### src/rtl/hb_pkg.sv
package hb_pkg;

    // Filter structure: order 6, seven taps, centre weight one half.
    localparam int ORDER     = 6;
    localparam int CENTRE    = ORDER / 2;
    localparam int NZ_PAIRS  = (CENTRE + 1) / 2;

    // Coefficient format: signed, COEF_FRAC fractional bits.
    localparam int COEF_W    = 48;
    localparam int COEF_FRAC = 47;

    // Neighbour-of-centre weight, and the outer weight chosen so the taps sum to one.
    localparam logic signed [COEF_W-1:0] COEF_INNER = 48'sh24EC98258D1E;
    localparam logic signed [COEF_W-1:0] COEF_OUTER = 48'sh200000000000 - COEF_INNER;

    // Index i serves the tap pair at distance 2*i+1 from the centre.
    localparam logic signed [COEF_W-1:0] NZ_COEF [NZ_PAIRS] = '{COEF_INNER, COEF_OUTER};

    // Canonical signed-digit recoding: returns the mask of +1 digits
    // (want_neg = 0) or of -1 digits (want_neg = 1) of a signed constant.
    function automatic logic [COEF_W:0] csd_mask(input logic signed [COEF_W-1:0] c,
                                                 input logic want_neg);
        logic signed [COEF_W+1:0] cs;
        logic [COEF_W+1:0]        mag;
        logic [COEF_W:0]          m;
        logic                     flip;
        logic                     dp;
        logic                     dn;
        flip = c[COEF_W-1];
        cs   = (COEF_W+2)'(c);
        mag  = flip ? -cs : cs;
        m    = '0;
        for (int i = 0; i <= COEF_W; i++) begin
            dp = 1'b0;
            dn = 1'b0;
            if (mag[0]) begin
                if (mag[1]) begin
                    dn  = 1'b1;
                    mag = mag + (COEF_W+2)'(1);
                end else begin
                    dp  = 1'b1;
                    mag = mag - (COEF_W+2)'(1);
                end
            end
            m[i] = want_neg ? (flip ? dp : dn) : (flip ? dn : dp);
            mag  = mag >> 1;
        end
        return m;
    endfunction

endpackage

### src/rtl/hb_csd_mult.sv
module hb_csd_mult
    import hb_pkg::*;
#(
    parameter int                        IN_W = 25,
    parameter logic signed [COEF_W-1:0]  COEF = '0,
    localparam int                       OUT_W = IN_W + COEF_W + 1
) (
    input  logic [IN_W-1:0]  a,
    output logic [OUT_W-1:0] p
);

    localparam logic [COEF_W:0] POS_M = csd_mask(COEF, 1'b0);
    localparam logic [COEF_W:0] NEG_M = csd_mask(COEF, 1'b1);

    logic signed [OUT_W-1:0] a_ext;
    logic signed [OUT_W-1:0] term [COEF_W+1];
    logic signed [OUT_W-1:0] sum;

    assign a_ext = OUT_W'($signed(a));

    // One shifted copy per nonzero digit; zero digits cost nothing.
    for (genvar k = 0; k <= COEF_W; k++) begin : g_digit
        if (POS_M[k]) begin : g_add
            assign term[k] = a_ext <<< k;
        end else if (NEG_M[k]) begin : g_sub
            assign term[k] = -(a_ext <<< k);
        end else begin : g_zero
            assign term[k] = '0;
        end
    end

    always_comb begin
        sum = '0;
        for (int k = 0; k <= COEF_W; k++) begin
            sum = sum + term[k];
        end
    end

    assign p = sum;

endmodule

### src/rtl/hb_tapline.sv
module hb_tapline
    import hb_pkg::*;
#(
    parameter int DATA_W = 24
) (
    input  logic                            clk,
    input  logic                            rst_n,
    input  logic                            in_valid,
    input  logic [DATA_W-1:0]               in_data,
    output logic [NZ_PAIRS-1:0][DATA_W:0]   pair_sum,
    output logic [DATA_W-1:0]               centre
);

    localparam int HIST = ORDER;

    typedef struct packed {
        logic [HIST-1:0][DATA_W-1:0] hist;
    } tap_t;

    tap_t st_d, st_q;

    // Next state: shift only on an accepted sample.
    always_comb begin
        st_d = st_q;
        if (in_valid) begin
            st_d.hist[0] = in_data;
            for (int k = 1; k < HIST; k++) begin
                st_d.hist[k] = st_q.hist[k-1];
            end
        end
    end

    always_ff @(posedge clk or negedge rst_n) begin
        if (!rst_n) begin
            st_q <= '0;
        end else begin
            st_q <= st_d;
        end
    end

    // Pre-add mirrored taps; window index 0 is the incoming sample,
    // index j > 0 is history entry j-1.
    for (genvar i = 0; i < NZ_PAIRS; i++) begin : g_pair
        localparam int LO = CENTRE - (2 * i + 1);
        localparam int HI = CENTRE + (2 * i + 1);
        logic signed [DATA_W:0] lo_v;
        logic signed [DATA_W:0] hi_v;
        if (LO == 0) begin : g_lo_in
            assign lo_v = (DATA_W+1)'($signed(in_data));
        end else begin : g_lo_hist
            assign lo_v = (DATA_W+1)'($signed(st_q.hist[LO-1]));
        end
        assign hi_v        = (DATA_W+1)'($signed(st_q.hist[HI-1]));
        assign pair_sum[i] = lo_v + hi_v;
    end

    assign centre = st_q.hist[CENTRE-1];

    AST_TAPS_FROZEN: assert property (@(posedge clk) disable iff (!rst_n)
        !in_valid |=> $stable(st_q));

endmodule

### src/rtl/hb_decim2.sv
module hb_decim2
    import hb_pkg::*;
#(
    parameter int DATA_W = 24
) (
    input  logic                clk,
    input  logic                rst_n,
    input  logic                in_valid,
    input  logic [DATA_W-1:0]   in_data,
    output logic                out_valid,
    output logic [DATA_W:0]     out_data
);

    localparam int PRE_W  = DATA_W + 1;
    localparam int PROD_W = PRE_W + COEF_W + 1;
    localparam int ACC_W  = PROD_W + $clog2(NZ_PAIRS + 1) + 1;
    localparam int OUT_W  = DATA_W + 1;

    typedef struct packed {
        logic             phase;
        logic             vld;
        logic [OUT_W-1:0] y;
    } ctl_t;

    ctl_t ctl_d, ctl_q;

    logic [NZ_PAIRS-1:0][PRE_W-1:0]  pair_sum;
    logic [DATA_W-1:0]               centre;
    logic [NZ_PAIRS-1:0][PROD_W-1:0] prod;
    logic signed [ACC_W-1:0]         acc;

    hb_tapline #(.DATA_W(DATA_W)) u_taps (
        .clk      (clk),
        .rst_n    (rst_n),
        .in_valid (in_valid),
        .in_data  (in_data),
        .pair_sum (pair_sum),
        .centre   (centre)
    );

    for (genvar i = 0; i < NZ_PAIRS; i++) begin : g_mul
        hb_csd_mult #(.IN_W(PRE_W), .COEF(NZ_COEF[i])) u_mul (
            .a (pair_sum[i]),
            .p (prod[i])
        );
    end

    // Centre weight one half: the sample placed one bit below coefficient unity.
    always_comb begin
        acc = ACC_W'($signed(centre)) <<< (COEF_FRAC - 1);
        for (int i = 0; i < NZ_PAIRS; i++) begin
            acc = acc + ACC_W'($signed(prod[i]));
        end
    end

    always_comb begin
        ctl_d     = ctl_q;
        ctl_d.vld = 1'b0;
        if (in_valid) begin
            ctl_d.phase = ~ctl_q.phase;
            if (ctl_q.phase) begin
                ctl_d.vld = 1'b1;
                ctl_d.y   = acc[COEF_FRAC +: OUT_W];
            end
        end
    end

    always_ff @(posedge clk or negedge rst_n) begin
        if (!rst_n) begin
            ctl_q <= '0;
        end else begin
            ctl_q <= ctl_d;
        end
    end

    assign out_valid = ctl_q.vld;
    assign out_data  = ctl_q.y;

    AST_OUT_SPACED: assert property (@(posedge clk) disable iff (!rst_n)
        out_valid |=> !out_valid);
    AST_OUT_FOLLOWS_INPUT: assert property (@(posedge clk) disable iff (!rst_n)
        out_valid |-> $past(in_valid));
    AST_IDLE_NO_OUTPUT: assert property (@(posedge clk) disable iff (!rst_n)
        !in_valid |=> !out_valid);
    AST_HOLD_DATA: assert property (@(posedge clk) disable iff (!rst_n)
        !out_valid |-> $stable(out_data));

endmodule

### config.mk
export PLATFORM = sky130hd
export DESIGN_NAME = hb_decim2
export DESIGN_NICKNAME = d
export VERILOG_FILES = /design/src/rtl/hb_pkg.sv /design/src/rtl/hb_csd_mult.sv /design/src/rtl/hb_tapline.sv /design/src/rtl/hb_decim2.sv
export SDC_FILE = /design/constraint.sdc
export NUM_CORES = 2
export LEC_CHECK = 0
export BUFFER_PORTS_ARGS = -buffer_cell sky130_fd_sc_hd__buf_2
export CAP_MARGIN = 20
export CELL_PAD_IN_SITES_DETAIL_PLACEMENT = 0
export CELL_PAD_IN_SITES_GLOBAL_PLACEMENT = 1
export CORE_MARGIN = 2
export CORE_UTILIZATION = 54
export CTS_CLUSTER_DIAMETER = 30
export DETAILED_ROUTE_END_ITERATION = 12
export HOLD_SLACK_MARGIN = 0.05
export MAX_ROUTING_LAYER = met4
export PLACE_DENSITY_LB_ADDON = 0.1
export SKIP_CTS_REPAIR_TIMING = 1
export SLEW_MARGIN = 10
export SYNTH_ARGS = -nofsm -noshare
export SYNTH_HDL_FRONTEND = slang
export SYNTH_SLANG_ARGS = --single-unit
### constraint.sdc
create_clock -name clk -period 14.09 [get_ports clk]
set_input_delay 4.227 -clock clk [delete_from_list [all_inputs] [get_ports clk]]
set_output_delay 4.227 -clock clk [all_outputs]
set_load 0.01 [all_outputs]
==> flow_summary.ini <==
[routing]
drt_iter0_drc = 1810
drc = 0
routed_wirelength_mm = 124
num_vias = 25000
dr.pass1.iters = 5
antenna_left = 0
viasPerCell = 5.55
wire_per_inst_um = 27.5

[logic_synthesis]
synth.ff_latch_count = 171
synth_seq_area_share_pct = 11.5
synthTopCellsByArea = fa_1 46%, ha_1 14%, dfrtp_1 12%
synth_fp_nets = 4777
synth_top_area_share_pct = 46.3
synth_edf_count = 0
synth_cell_types = 77
synthArstFlopShare_pct = 100
synth_flop_cell = dfrtp_1
yosys.cell_count.top_type = inv_1
synth_cells = 3483
syn_area_sq_um = 37200
synth.avg_cell_area_sq_um = 10.7
netlist.top_cell.by_area = fa_1
synth_common_cells = 1094 x inv_1, 860 x fa_1, 407 x ha_1
synth_warnings = 0

[timing]
slew_headroom_pct = 21.9
rsz0062_at_grt = false
final_hold_viol_count = 0
finalCritPeriodShare_pct = 95.8
setup_viol = 0
setup_tns_ns = 0
max_freq_ghz = 0.0741
period_needed_ns = 13.50
fin_worst_skew_ns = 0.0193
tightest_slew_ns = 1.17
maxSlewViolCount = 0

[placed_design]
finalWeightedCongestion = 1.05
portBuffers = 52
hpwl_mm = 103
placed_cells = 4475

[clocking]
cts_sinks = 171
clock_latency_ns = 0.47
path_clk_slew_ns = 0.09
clockRootBuffer = clkbuf_16
cts_buffer_depth = 2
cts_tree = built
cts_buffers = 17
cts_max_level = 4

[floorplanning]
core-area_sq_um = 68300
rows = 96
die-height_um = 266
ios = 53
die_w_um = 266
initial_core_util_pct = 54.4
dieArea_sq_um = 71000

[worst_hold_path]
hp-start = out_data[18]$_DFFE_PN0P_
min_path_type = flop to flop
hold-path-endpoint = out_data[18]$_DFFE_PN0P_
holdPathStages = 2

[setup_path]
cpMaxStageDelayCell = a32oi_2
crit_arrival_ns = 13.86
path_common_cell = fa_1
critPathMaxStageDelay_ns = 0.63
cp_max_fo = 7
crit_type = primary input to flop
timing.rr.start = u_taps.g_pair[0].hi_v[0]$_DFFE_PN0P_
reg2reg_slack_ns = 2.70
required_ns = 14.45
end_kind = flop
reg2reg_to = out_data[20]$_DFFE_PN0P_
start_kind = primary input
r2r_cells = 38

[grt]
grt_pass1_vias = 27900
grt_pass1_wl_mm = 185
overflow = 0
grt_usage_pct = 38.2
grt_max_degree = 100
grt_antenna_before_repair = 1

[status]
status = finished, final reports clean

[cells_and_area]
layout.nets = 4907
finalNonFillerCells = 4509
area_growth_pct = 7.65
layout-drive-gt1-share_pct = 10.9

[flow_run]
max_cap_violations = 0
==> cell families (layout without fill, tap and decap cells) <==
family	Yosys count	count (layout)	synth area share (%)
buffers and inverters	1164	1307	12.0
adder cells (fa/ha/maj)	1267	1267	60.0
AND/OR/NAND/NOR	306	306	4.09
multiplexers	140	140	4.24
other	0	1	0
flip-flops	171	171	11.5
XOR/XNOR	83	83	1.98
AO/OA/AOI/OAI	352	352	6.19
==> area by class of cell <==
type	instances	area, sq um
Antenna cell	1	2.50
Clock buffer	17	425
Clock inverter	15	218
Fill cell	5942	28300
Inverter	1098	4120
Multi-Input combinational cell	2148	28600
Sequential cell	171	4280
Tap cell	882	1100
Timing Repair Buffer	177	1280
==> worst max path at each step <==
stage,slack [ns],start,end
6_report,0.59,in_data[0],out_data[23]$_DFFE_PN0P_
5_1_grt,0.07,in_data[1],out_data[23]$_DFFE_PN0P_
2_1_floorplan,0.09,in_data[0],out_data[20]$_DFFE_PN0P_
3_3_place_gp,-0.07,in_data[0],out_data[23]$_DFFE_PN0P_
3_5_place_dp,-0.03,in_data[0],out_data[23]$_DFFE_PN0P_
4_1_cts,0.45,in_data[0],out_data[23]$_DFFE_PN0P_
==> critical path: cells and delay by family <==
family	cells	cell delay, ns
adder cells (fa/ha/maj)	10	4.48
AO/OA/AOI/OAI	10	2.46
AND/OR/NAND/NOR	4	1.16
multiplexers	1	0.26
buffers and inverters	7	0.96
XOR/XNOR	2	0.31
==> sequential cells by signal, summed over array words and instances, names as in the netlist <==
name / flops
ctl_q: 1
u_taps.centre: 24
u_taps.st_q: 48
u_taps.g_pair.lo_v: 24
u_taps.g_pair.hi_v: 48
out_valid: 1
out_data: 25
==> per-layer routing <==
layer	vias up	GRT usage, %	wire length (um)
met5	-	-	0
met3	224	6.18	8570
li1	10800	-	-
met2	953	59.7	57800
met4	0	16.0	6450
met1	13100	50.0	51200
==> cells in the final DEF (no fill, tap or decap), types with 22 or more instances in the layout <==
master | netlist | routed
buf_2 | 2 | 50
fa_1 | 860 | 860
a21o_1 | 68 | 68
o21ai_0 | 71 | 70
ha_1 | 407 | 407
dfrtp_1 | 171 | 171
nor3_1 | 23 | 23
a21oi_1 | 98 | 98
nand2_1 | 87 | 87
nand3_1 | 35 | 35
nor2_1 | 57 | 57
inv_1 | 1094 | 1088
mux2_2 | 139 | 139
xnor2_1 | 56 | 46
xor2_1 | 26 | 22
buf_4 | 25 | 119
==> per-stage QoR <==
step | area [sq um] | setup slack, ns | hold slack (ns) | utilization [%]
4_1_cts | 40000 | 0.447 | 0.481 | 58.5
3_3_place_gp | 39400 | -0.0675 | 0.457 | 57.6
2_1_floorplan | 37200 | 0.0875 | 0.441 | -
5_1_grt | 40000 | 0.0733 | 0.495 | 58.6
3_5_place_dp | 39400 | -0.0326 | 0.461 | 57.6
6_report | 40000 | 0.592 | 0.480 | 58.6
Power is left out: the tool's default activity adds up to more than one toggle a clock period on the data nets, which glitch-free logic cannot reach.
